===== config.mk =====
export PLATFORM = sky130hd
export DESIGN_NAME = quad_pos_counter
export DESIGN_NICKNAME = d
export VERILOG_FILES = /design/src/rtl/qpc_pkg.sv /design/src/rtl/qpc_input_cond.sv /design/src/rtl/qpc_step_decode.sv /design/src/rtl/quad_pos_counter.sv
export SDC_FILE = /design/constraint.sdc
export NUM_CORES = 1
export LEC_CHECK = 0
export BUFFER_PORTS_ARGS = -buffer_cell sky130_fd_sc_hd__buf_4
export CORE_MARGIN = 5
export CORE_UTILIZATION = 40
export CTS_CLUSTER_SIZE = 8
export DETAILED_ROUTE_END_ITERATION = 8
export PLACE_DENSITY_LB_ADDON = 0.25
export SLEW_MARGIN = 25
export SYNTH_ARGS = -nofsm -noshare
export SYNTH_HDL_FRONTEND = slang
export SYNTH_SLANG_ARGS = --single-unit

===== constraint.sdc =====
create_clock -name clk -period 8.4 [get_ports clk]
set_input_delay 2.52 -clock clk [delete_from_list [all_inputs] [get_ports clk]]
set_output_delay 2.52 -clock clk [all_outputs]
set_load 0.02 [all_outputs]

===== src/rtl/qpc_pkg.sv =====
package qpc_pkg;
  localparam int CMD_W = 13;
  localparam int NSRC  = 11;

  typedef enum logic [2:0] {
    MODE_QUAD   = 3'd0,
    MODE_BIN    = 3'd1,
    MODE_UPDN   = 3'd2,
    MODE_DIRCNT = 3'd4,
    MODE_DIRTMR = 3'd5
  } qpc_mode_e;

  typedef enum logic [1:0] {
    BND_COMPARE = 2'd0,
    BND_ZERO    = 2'd1,
    BND_CAPTURE = 2'd2,
    BND_EXTEND  = 2'd3
  } qpc_bound_e;

  // status / enable bit positions
  localparam int S_ILLEGAL = 0;
  localparam int S_UP      = 1;
  localparam int S_DOWN    = 2;
  localparam int S_MIN     = 3;
  localparam int S_MAX     = 4;
  localparam int S_OVHI    = 5;
  localparam int S_OV15    = 6;
  localparam int S_ZERO    = 7;
  localparam int S_MARK    = 8;
  localparam int S_MARKERR = 9;
  localparam int S_MARKCLR = 10;

  // command bit positions
  localparam int C_CNT_ZERO = 0;
  localparam int C_CNT_MIN  = 2;
  localparam int C_CNT_MAX  = 3;
  localparam int C_MIN_ZERO = 4;
  localparam int C_MIN_CNT  = 5;
  localparam int C_MIN_MAX  = 7;
  localparam int C_MAX_ZERO = 8;
  localparam int C_MAX_CNT  = 9;
  localparam int C_MAX_MIN  = 10;
  localparam int C_ARM      = 12;
endpackage


===== src/rtl/qpc_input_cond.sv =====
module qpc_input_cond #(
  parameter int SYNC    = 2,
  parameter int PRE_W   = 5,
  parameter int MAX_PRE = 17
) (
  input  logic             clk,
  input  logic             rst_n,
  input  logic             pin_raw,
  input  logic             invert,
  input  logic             db_en,
  input  logic [PRE_W-1:0] prescale,
  output logic             level
);
  localparam int DB_W = MAX_PRE + 1;

  logic [SYNC-1:0]  sync_q;
  logic [DB_W-1:0]  stab_q;
  logic [PRE_W-1:0] pre_eff;
  logic [DB_W:0]    limit;
  logic             synced;

  always_ff @(posedge clk) begin
    if (!rst_n) sync_q <= '0;
    else        sync_q <= {sync_q[SYNC-2:0], pin_raw ^ invert};
  end

  assign synced  = sync_q[SYNC-1];
  assign pre_eff = (prescale > PRE_W'(MAX_PRE)) ? PRE_W'(MAX_PRE) : prescale;
  assign limit   = (DB_W+1)'(1) << pre_eff;

  always_ff @(posedge clk) begin
    if (!rst_n) begin
      level  <= 1'b0;
      stab_q <= '0;
    end else if (!db_en) begin
      level  <= synced;
      stab_q <= '0;
    end else if (synced == level) begin
      stab_q <= '0;
    end else if (({1'b0, stab_q} + (DB_W+1)'(1)) >= limit) begin
      level  <= synced;
      stab_q <= '0;
    end else begin
      stab_q <= stab_q + DB_W'(1);
    end
  end
endmodule


===== src/rtl/qpc_step_decode.sv =====
module qpc_step_decode
  import qpc_pkg::*;
(
  input  logic [2:0] mode,
  input  logic       active,
  input  logic       a,
  input  logic       b,
  input  logic       a_prev,
  input  logic       b_prev,
  output logic       step_up,
  output logic       step_dn,
  output logic       bad_code
);
  logic       ch_a, ch_b, rise_a, rise_b;
  logic [1:0] bin_diff;

  assign ch_a     = a ^ a_prev;
  assign ch_b     = b ^ b_prev;
  assign rise_a   = a & ~a_prev;
  assign rise_b   = b & ~b_prev;
  assign bin_diff = {a, b} - {a_prev, b_prev};

  always_comb begin
    step_up  = 1'b0;
    step_dn  = 1'b0;
    bad_code = 1'b0;
    if (active) begin
      case (mode)
        MODE_QUAD: begin
          if (ch_a && ch_b)     bad_code = 1'b1;
          else if (ch_a || ch_b) begin
            step_up = a_prev ^ b;
            step_dn = ~(a_prev ^ b);
          end
        end
        MODE_BIN: begin
          step_up  = (bin_diff == 2'd1);
          step_dn  = (bin_diff == 2'd3);
          bad_code = (bin_diff == 2'd2);
        end
        MODE_UPDN: begin
          step_up = rise_a & ~rise_b;
          step_dn = rise_b & ~rise_a;
        end
        MODE_DIRCNT: begin
          step_up = rise_a & ~b;
          step_dn = rise_a & b;
        end
        MODE_DIRTMR: begin
          step_up = ~b;
          step_dn = b;
        end
        default: ;
      endcase
    end
  end
endmodule


===== src/rtl/quad_pos_counter.sv =====
module quad_pos_counter
  import qpc_pkg::*;
#(
  parameter int W     = 32,
  parameter int SYNC  = 2,
  parameter int PRE_W = 5
) (
  input  logic             clk,
  input  logic             rst_n,
  input  logic             cfg_enable,
  input  logic             cfg_debounce_en,
  input  logic [PRE_W-1:0] cfg_prescale,
  input  logic             cfg_inv_a,
  input  logic             cfg_inv_b,
  input  logic             cfg_inv_z,
  input  logic             cfg_input_dis,
  input  logic             cfg_zero_on_mark,
  input  logic [2:0]       cfg_mode,
  input  logic [1:0]       cfg_bound,
  input  logic [CMD_W-1:0] cmd_bits,
  input  logic [NSRC-1:0]  irq_enable,
  input  logic [NSRC-1:0]  stat_clear,
  input  logic             pin_a,
  input  logic             pin_b,
  input  logic             pin_z,
  output logic [W-1:0]     count,
  output logic [W-1:0]     min_val,
  output logic [W-1:0]     max_val,
  output logic [NSRC-1:0]  status,
  output logic             irq
);
  localparam int NPIN = 3;
  localparam logic [W-1:0] SMAX = {1'b0, {(W-1){1'b1}}};
  localparam logic [W-1:0] SMIN = {1'b1, {(W-1){1'b0}}};

  logic [NPIN-1:0] raw_pins, inv_bits, lvl;
  logic a_p, b_p, z_p, armed_q;
  logic up, dn, bad, upe, dne;
  logic z_evt, mark_clr, cnt_cmd, step_ok, max_hit, min_hit;
  logic [W-1:0] nxt_raw, step_val;
  logic [NSRC-1:0] evt;
  logic unused_cmd;

  assign raw_pins   = {pin_z, pin_b, pin_a};
  assign inv_bits   = {cfg_inv_z, cfg_inv_b, cfg_inv_a};
  assign unused_cmd = ^{cmd_bits[1], cmd_bits[6], cmd_bits[11]};

  for (genvar i = 0; i < NPIN; i++) begin : g_pin
    qpc_input_cond #(.SYNC(SYNC), .PRE_W(PRE_W), .MAX_PRE(17)) u_cond (
      .clk(clk), .rst_n(rst_n), .pin_raw(raw_pins[i]), .invert(inv_bits[i]),
      .db_en(cfg_debounce_en), .prescale(cfg_prescale), .level(lvl[i])
    );
  end

  always_ff @(posedge clk) begin
    if (!rst_n) {z_p, b_p, a_p} <= '0;
    else        {z_p, b_p, a_p} <= lvl;
  end

  qpc_step_decode u_dec (
    .mode(cfg_mode), .active(cfg_enable & ~cfg_input_dis),
    .a(lvl[0]), .b(lvl[1]), .a_prev(a_p), .b_prev(b_p),
    .step_up(up), .step_dn(dn), .bad_code(bad)
  );

  assign z_evt    = cfg_enable & lvl[2] & ~z_p;
  assign mark_clr = z_evt & (cfg_zero_on_mark | armed_q);
  assign cnt_cmd  = cmd_bits[C_CNT_ZERO] | cmd_bits[C_CNT_MIN] | cmd_bits[C_CNT_MAX];
  assign step_ok  = ~cnt_cmd & ~mark_clr;
  assign upe      = up & step_ok;
  assign dne      = dn & step_ok;
  assign nxt_raw  = upe ? count + W'(1) : (dne ? count - W'(1) : count);
  assign max_hit  = upe & ($signed(nxt_raw) >= $signed(max_val));
  assign min_hit  = dne & ($signed(nxt_raw) <= $signed(min_val));
  assign step_val = ((cfg_bound == BND_ZERO) && (max_hit || min_hit)) ? '0 : nxt_raw;

  always_ff @(posedge clk) begin
    if (!rst_n) begin
      count <= '0;
    end else if (cmd_bits[C_CNT_ZERO]) begin
      count <= '0;
    end else if (cmd_bits[C_CNT_MIN]) begin
      count <= min_val;
    end else if (cmd_bits[C_CNT_MAX]) begin
      count <= max_val;
    end else if (mark_clr) begin
      count <= '0;
    end else begin
      count <= step_val;
    end
  end

  always_ff @(posedge clk) begin
    if (!rst_n) begin
      min_val <= '0;
    end else if (cmd_bits[C_MIN_ZERO]) begin
      min_val <= '0;
    end else if (cmd_bits[C_MIN_CNT]) begin
      min_val <= count;
    end else if (cmd_bits[C_MIN_MAX]) begin
      min_val <= max_val;
    end else if (cfg_bound == BND_EXTEND && min_hit) begin
      min_val <= nxt_raw;
    end
  end

  always_ff @(posedge clk) begin
    if (!rst_n) begin
      max_val <= '0;
    end else if (cmd_bits[C_MAX_ZERO]) begin
      max_val <= '0;
    end else if (cmd_bits[C_MAX_CNT]) begin
      max_val <= count;
    end else if (cmd_bits[C_MAX_MIN]) begin
      max_val <= min_val;
    end else if (cfg_bound == BND_CAPTURE && z_evt) begin
      max_val <= count;
    end else if (cfg_bound == BND_EXTEND && max_hit) begin
      max_val <= nxt_raw;
    end
  end

  always_ff @(posedge clk) begin
    if (!rst_n)               armed_q <= 1'b0;
    else if (cmd_bits[C_ARM]) armed_q <= 1'b1;
    else if (z_evt)           armed_q <= 1'b0;
  end

  always_comb begin
    evt            = '0;
    evt[S_ILLEGAL] = bad;
    evt[S_UP]      = upe;
    evt[S_DOWN]    = dne;
    evt[S_MIN]     = min_hit;
    evt[S_MAX]     = max_hit;
    evt[S_OVHI]    = (upe && count == SMAX) || (dne && count == SMIN);
    evt[S_OV15]    = (upe && count[15:0] == 16'h7FFF) || (dne && count[15:0] == 16'h8000);
    evt[S_ZERO]    = (upe || dne) && (step_val == '0);
    evt[S_MARK]    = z_evt;
    evt[S_MARKERR] = z_evt & (up | dn);
    evt[S_MARKCLR] = mark_clr;
  end

  always_ff @(posedge clk) begin
    if (!rst_n) status <= '0;
    else        status <= (status & ~stat_clear) | (evt & irq_enable);
  end

  assign irq = |status;
endmodule


---- Yosys cells after proc, flatten, opt, wreduce, memory -nomap -nowiden ----
Index checks and enable logic that the tools add are counted.
storage, ports and cells
  memory bits (read-only) ................. 0
  memories ................................ 0
  input port bits ......................... 57
  latch bits .............................. 0
  bits in writable memories ............... 0
  output and inout bits ................... 108
  bits in registers ....................... 174
  word-level logic and storage cells ...... 164
operators by class
  add/subtract/negate cells ............... 9
  shifts and indexed selects .............. 1
  muxes and demuxes ....................... 36
  magnitude comparators ................... 6
  div/mod/pow operators ................... 0
  reductions and logical operators ........ 30
  $mul .................................... 0
  bitwise operators ....................... 42
  eq/ne operators ......................... 23
operator list
  cell                                                                   number
  32-bit 2-to-1 mux                                                      13
  18-bit by 1-bit adder with 19-bit output (second input constant)       3
  19-bit >= comparator                                                   3
  18-bit by 1-bit adder with 18-bit output (second input constant)       3
  32-bit by 1-bit adder with 32-bit output (second input constant)       1
  32-bit by 31-bit == test with 1-bit output (second input constant)     1
  32-bit == test (second input constant)                                 1
  32-bit >= comparator                                                   1
  32-bit less-or-equal comparator                                        1
  32-bit zero test                                                       1
  32-bit by 1-bit subtractor with 32-bit output (second input constant)  1
  11-bit AND                                                             2
  1-bit 2-to-1 mux                                                       19
  1-bit by 5-bit << shifter with 19-bit output (first input constant)    1
  1-bit AND                                                              16
  16-bit by 15-bit == test with 1-bit output (second input constant)     1
  16-bit == test (second input constant)                                 1
  1-bit NOT                                                              12
  4-bit OR reduction                                                     3
  11-bit NOT                                                             1
  11-bit OR                                                              1
  11-bit OR reduction                                                    1
  1-bit logical AND                                                      10
  1-bit one-hot mux with 5 select lines                                  2
  other kinds (21)                                                       48

---- Depth between registers and ports, before layout ----
  word-level depth ........................ 18
  mapped depth ............................ 25
  depth with buffers taken out ............ 21

---- Cells and area by module ----
From an unflattened synthesis, not the netlist that was laid out.
unflattened totals
  cells, all modules ...................... 1718
  area, all modules ....................... 13599.3 um^2
modules (own cells, without submodules)
  module            sequential area each (um^2)  area an instance (um^2)  times used  cells each
  quad_pos_counter  2222.1                       8943.6                   1           1174
  qpc_input_cond    420.4                        1461.4                   3           169
  qpc_step_decode   0.0                          271.5                    1           37

---- Worst setup path after synthesis ----
No wires, ideal clock.
  kind .................................... input port to flip-flop
  start point ............................. input port cfg_mode[1]
  end point ............................... register count[0]
  path slack .............................. 1.251 ns
  setup time .............................. 0.132 ns
  data arrival time ....................... 7.017 ns
  cell stages on the path ................. 22
  data required time ...................... 8.268 ns
  path buffers ............................ 4
  cells stage by stage .................... or4b_1 o32ai_2 a211o_2 and2_4 buf_6 buf_2 nand3_1 a21oi_1 xnor2_1 inv_1 ha_1 clkbuf_1 nand4_1 nor4_1 nand3_1 a31o_2 a311oi_2 o21ai_0 nor3b_1 buf_2 a221oi_1 nor3_1
between the ends
  word-level cells in the longest chain between the ends .. 14
  elaborated cells on any way between the ends .. 23
  classes of those cells .................. 2 x order compare; 4 x eq/ne; 10 x mux; 4 x bitwise; 3 x reduce/logical
ends and longest elaborated chain
  item                                                                     line                                            source
  start: declaration                                                       quad_pos_counter.sv:18                          input logic [2:0] cfg_mode,
  3-bit == test (tied with other cells)                                    qpc_step_decode.sv:28                           case (mode)
  1-bit one-hot mux with 5 select lines                                    qpc_step_decode.sv:28
  1-bit 2-to-1 mux                                                         qpc_step_decode.sv:27                           if (active) begin
  1-bit AND                                                                quad_pos_counter.sv:71                          assign dne = dn & step_ok;
  32-bit 2-to-1 mux (2 in series)                                          quad_pos_counter.sv:72                          assign nxt_raw = upe ? count + W'(1) : (dne ? count - W'(1) : count);
  32-bit >= comparator or 32-bit less-or-equal comparator (tied branches)  quad_pos_counter.sv:73, quad_pos_counter.sv:74
  1-bit AND (on tied branches)                                             quad_pos_counter.sv:73, quad_pos_counter.sv:74
  1-bit logical OR                                                         quad_pos_counter.sv:75                          assign step_val = ((cfg_bound == BND_ZERO) && (max_hit || min_hit)) ? '0 : nxt_raw;
  1-bit logical AND                                                        quad_pos_counter.sv:75
  32-bit 2-to-1 mux *                                                      quad_pos_counter.sv:75
  32-bit 2-to-1 mux *                                                      quad_pos_counter.sv:86                          end else if (mark_clr) begin
  32-bit 2-to-1 mux *                                                      quad_pos_counter.sv:84                          end else if (cmd_bits[C_CNT_MAX]) begin
  32-bit 2-to-1 mux *                                                      quad_pos_counter.sv:82                          end else if (cmd_bits[C_CNT_MIN]) begin
  end signal: assignment                                                   quad_pos_counter.sv:83                          count <= min_val;
  end signal: assignment                                                   quad_pos_counter.sv:85                          count <= max_val;
  end signal: assignment                                                   quad_pos_counter.sv:89                          count <= step_val;
  end: declaration                                                         quad_pos_counter.sv:26                          output logic [W-1:0] count,
Every way passes the cells marked *; elsewhere a longest branch is shown, timed or not.
A chain may end at the register's enable or synchronous reset.

---- Final worst setup path ----
  start point ............................. input port cfg_mode[1]
  end point ............................... register count[12]
The elaborated chain is that of the path after synthesis.

==> results.yml <==
sta:
  setup-violations-final: 0
  max_slew_margin_pct: 27.35
  layout_worst_path_cycle_share_pct: 91.70
  rsz0062_at_grt: "false"
  fmaxAchievable_mhz: 129.8
  final_period_minus_worst_setup_slack_ns: 7.703
  hold_viol_final: 0
  worst_margin_pin_slew_ns: 1.089
  setup_ws_ns: 0.6968
  fin_tns_setup_ns: 0
  timing.clock.skew_ns: 0.01411
  final-max-slew-violation-count: 0
min_path:
  worst_hold_path_ep: "g_pin[2].u_cond.sync_q[1]"
  min_delay_path_depth: 1
  hold_path_class: "flop to flop"
  worst_hold_startpoint: "g_pin[2].u_cond.sync_q[0]"
critical_path:
  setup_slack_on_the_worst_flop_to_flop_path_ns: 2.18
  critical_path.slowest_cell: "sky130_fd_sc_hd__or4_1"
  crit_arrival_ns: 8.06
  worst-r2r-cell-count: 21
  rr_endpoint: "count[22]"
  kind_of_cell_adding_the_most_delay_to_the_critical_path: "simple AND/OR/NAND/NOR gates"
  crit_required_ns: 8.76
  category_of_the_worst_setup_path_capture_point: "flop"
  crit_path_start_kind: "input port"
  worst_setup_path_class: "input port to flop"
  max_stage_delay_ns: 0.61
  crit_fanout: 14
  critical_path.n_buffers_inverters: 2
  reg2reg_from: "g_pin[1].u_cond.level"
  critical_path_cell_list: "buf_4 > or4b_1 > o32ai_2 > a211oi_2 > or4_1 > nor4_1 > nor2_1 > xnor2_1 > ha_1 > nand2_1 > nor4_1 > a221oi_1 > o21ai_0 > a2111oi_0 > nor3_1 > o21ai_0 > nor3b_2 > buf_4 > a221oi_1 > a211oi_1"
yosys:
  synthDistinctLibCells: 84
  ys_ff_latch: 174
  netlist.top_cell.by_area: "sky130_fd_sc_hd__dfxtp_1"
  ys_warn_count: 0
  synth_top_area_share_pct: 26.94
  yosysSeqAreaShare_pct: 26.94
  cell_types_with_the_largest_area_share_after_synthesis: "sky130_fd_sc_hd__dfxtp_1 27%, sky130_fd_sc_hd__ha_1 13%, sky130_fd_sc_hd__a21oi_1 4.1%"
  number_of_flops_mapped_to_enable_cells_by_yosys: 0
  synth_top_flop_cell: "sky130_fd_sc_hd__dfxtp_1"
  cell_area_after_synthesis_mm2: 0.01293
  asyncSetResetFlopFracSynth_pct: 0
  syn_avg_cell_area_um2: 7.799
  synthesis.instances: 1658
run_status:
  run_status: "finished, final reports clean"
final_layout:
  final-seq-area_mm2: 0.003483
  drive_above_1_share_pct: 15.30
  finish.net_count: 1985
  finish.utilization_pct: 48.22
  multi_input_comb_area_mm2: 0.008663
  area_growth_pct: 18.27
  fill_cells: 3182
  most-common-layout-cells: "209 x sky130_fd_sc_hd__buf_4, 174 x sky130_fd_sc_hd__dfxtp_1, 130 x sky130_fd_sc_hd__ha_1"
  insertedDiodeCount: 0
  final_common_cell: "sky130_fd_sc_hd__buf_4"
global_routing:
  gr-total-overflow: 0
  globalRouteTotalUtil_pct: 27.06
  first_global_vias: 13120
  grt_max_degree: 55
  antenna_violations_before_repair: 0
  grt_pass1_wl_um: 75990
clock_network:
  clock_latency_ns: 0.47
  cts-buffers-inserted: 17
  cts.htree.levels: 4
  cts_tree: "built"
  hold_buffers: 0
  cts_num_sinks: 174
  ctsRootBufferMaster: "sky130_fd_sc_hd__clkbuf_16"
  cts_resized: 0
  clk_transition_reported_paths_ns: 0.07
  ctsLongestPathBuffers: 2
  post-cts-setup-buffers: 0
floorplanning:
  initial_utilization_pct: 40.77
  die-height_um: 189.8
  design.die.area_mm2: 0.03602
  floorplan.rows: 65
  die_w_um: 189.8
  boundaryPins: 165
  placeableCoreArea_mm2: 0.03172
flow_run:
  maximum_capacitance_violations: 0
pwr:
  power_leakage_nw: 6.180
  power_mw: 2.005
  pwr_density_cell_mw_per_mm2: 131.1
  ir_worst_vdd_mv: 0.1426
place:
  detailedPlacementHpwl_um: 37820
  portBuffers: 161
  gpl.final_weighted_congestion: 0.9717
  post_placement_worst_setup_slack_ns: 0.3661
detailed_routing:
  ant_nets: 0
  routed_wire_length_per_instance_um: 22.65
  detailroute.via_count: 13660
  dr.first_iter.drc_count: 1304
  remaining_drc_errors: 0
  total_length_of_routed_wires_um: 50100
  detail_route.first_pass.iterations: 6
  drt-vias-per-instance: 6.175
[cell usage after synthesis, types with 4 or more instances]
library cell,count
sky130_fd_sc_hd__a211oi_1,27
sky130_fd_sc_hd__a21o_1,25
sky130_fd_sc_hd__a21oi_1,107
sky130_fd_sc_hd__a221o_1,4
sky130_fd_sc_hd__a221oi_1,23
sky130_fd_sc_hd__a22oi_1,38
sky130_fd_sc_hd__a2bb2oi_1,5
sky130_fd_sc_hd__a31oi_1,14
sky130_fd_sc_hd__a32oi_1,8
sky130_fd_sc_hd__a41oi_1,5
sky130_fd_sc_hd__and2_1,12
sky130_fd_sc_hd__and3_1,19
sky130_fd_sc_hd__and4_1,9
sky130_fd_sc_hd__clkbuf_1,86
sky130_fd_sc_hd__dfxtp_1,174
sky130_fd_sc_hd__ha_1,130
sky130_fd_sc_hd__inv_1,122
sky130_fd_sc_hd__mux2_2,5
sky130_fd_sc_hd__nand2_1,110
sky130_fd_sc_hd__nand2b_1,12
sky130_fd_sc_hd__nand3_1,81
sky130_fd_sc_hd__nand4_1,40
sky130_fd_sc_hd__nor2_1,108
sky130_fd_sc_hd__nor2b_1,73
sky130_fd_sc_hd__nor3_1,42
sky130_fd_sc_hd__nor3b_1,7
sky130_fd_sc_hd__nor4_1,30
sky130_fd_sc_hd__nor4b_1,6
sky130_fd_sc_hd__o211ai_1,19
sky130_fd_sc_hd__o21a_1,4
sky130_fd_sc_hd__o21ai_0,103
sky130_fd_sc_hd__o21ai_1,4
sky130_fd_sc_hd__o21bai_1,5
sky130_fd_sc_hd__o221ai_1,12
sky130_fd_sc_hd__o22ai_1,9
sky130_fd_sc_hd__o31a_1,7
sky130_fd_sc_hd__or2_2,6
sky130_fd_sc_hd__or3_1,6
sky130_fd_sc_hd__or4_1,8
sky130_fd_sc_hd__xnor2_1,60
sky130_fd_sc_hd__xor2_1,27
[cell families after synthesis]
| logic type | share of synthesized area, % |
|---|---|
| simple gates | 23.30 |
| xor+xnor | 6.018 |
| compound gates | 24.12 |
| other cells | 0.02900 |
| fa+ha+maj | 12.58 |
| flops | 26.94 |
| buf+inv | 6.347 |
| mux | 0.6676 |
[worst reg2reg max path, stage by stage (launching register included)]
cell	delay (ns)
sky130_fd_sc_hd__dfxtp_1	0.47
sky130_fd_sc_hd__ha_1	0.34
sky130_fd_sc_hd__xnor2_1	0.31
sky130_fd_sc_hd__o32ai_2	0.17
sky130_fd_sc_hd__a211o_2	0.44
sky130_fd_sc_hd__and2_4	0.20
sky130_fd_sc_hd__or4_1	0.48
sky130_fd_sc_hd__a21oi_1	0.18
sky130_fd_sc_hd__xnor2_1	0.33
sky130_fd_sc_hd__inv_1	0.14
sky130_fd_sc_hd__ha_1	0.51
sky130_fd_sc_hd__nand4_1	0.20
sky130_fd_sc_hd__nor4_1	0.33
sky130_fd_sc_hd__buf_4	0.19
sky130_fd_sc_hd__nand3_1	0.11
sky130_fd_sc_hd__a31o_2	0.30
sky130_fd_sc_hd__a311oi_2	0.31
sky130_fd_sc_hd__o21ai_0	0.22
sky130_fd_sc_hd__nor3b_2	0.21
sky130_fd_sc_hd__buf_4	0.24
sky130_fd_sc_hd__a221oi_1	0.33
sky130_fd_sc_hd__a211oi_1	0.08
[registers in the layout (all words and copies together), names as in the netlist]
register,flops
count,32
status,11
z_p,1
a_p,1
g_pin.u_cond.level,3
armed_q,1
b_p,1
min_val,32
g_pin.u_cond.sync_q,6
g_pin.u_cond.stab_q,54
max_val,32
[per-stage QoR]
stage          instances  hold slack (ns)  instance area (um^2)
2_1_floorplan       1660           0.4119                 12940
3_3_place_gp        2181           0.4238                 14700
3_5_place_dp        2181           0.4216                 14700
4_1_cts             2212           0.4474                 15290
5_1_grt             2212           0.4578                 15290
6_report            2212           0.4435                 15290
[final cells by class]
cell class	count	area share, %
Multi-Input combinational cell	1271	56.65
Sequential cell	174	22.78
Timing Repair Buffer	210	10.39
Tap cell	402	3.289
Inverter	124	3.043
Clock buffer	20	2.921
Clock inverter	11	0.9327
[routing by layer]
layer / share of wire (%) / vias to the layer above / global-route usage, % / wire length [um]
li1: - / 6351 / - / -
met1: 43 / 6444 / 36.33 / 21460
met2: 44 / 750 / 43.20 / 22180
met3: 9.7 / 113 / 5.927 / 4855
met4: 3.2 / 0 / 9.182 / 1611
met5: 0 / - / 0 / 0
[where the power goes]
group	switching [mW]	internal (mW)
sequential	0.0243	0.839
combinational	0.196	0.115
clock	0.358	0.472
total	0.579	1.43
[worst max path at each step]
stage                     cells after the start  slack (ns)     endpoint   startpoint
after floorplan                              22        1.25     count[0]  cfg_mode[1]
after global placement                       19        0.38  min_val[25]  cfg_mode[1]
after detailed placement                     19        0.37  min_val[22]  cfg_mode[1]
after CTS                                    19        0.83  min_val[22]  cfg_mode[1]
after global routing                         21        0.46  max_val[18]  cfg_mode[1]
final                                        20        0.70    count[12]  cfg_mode[1]
(Power assumes the default switching activity.)
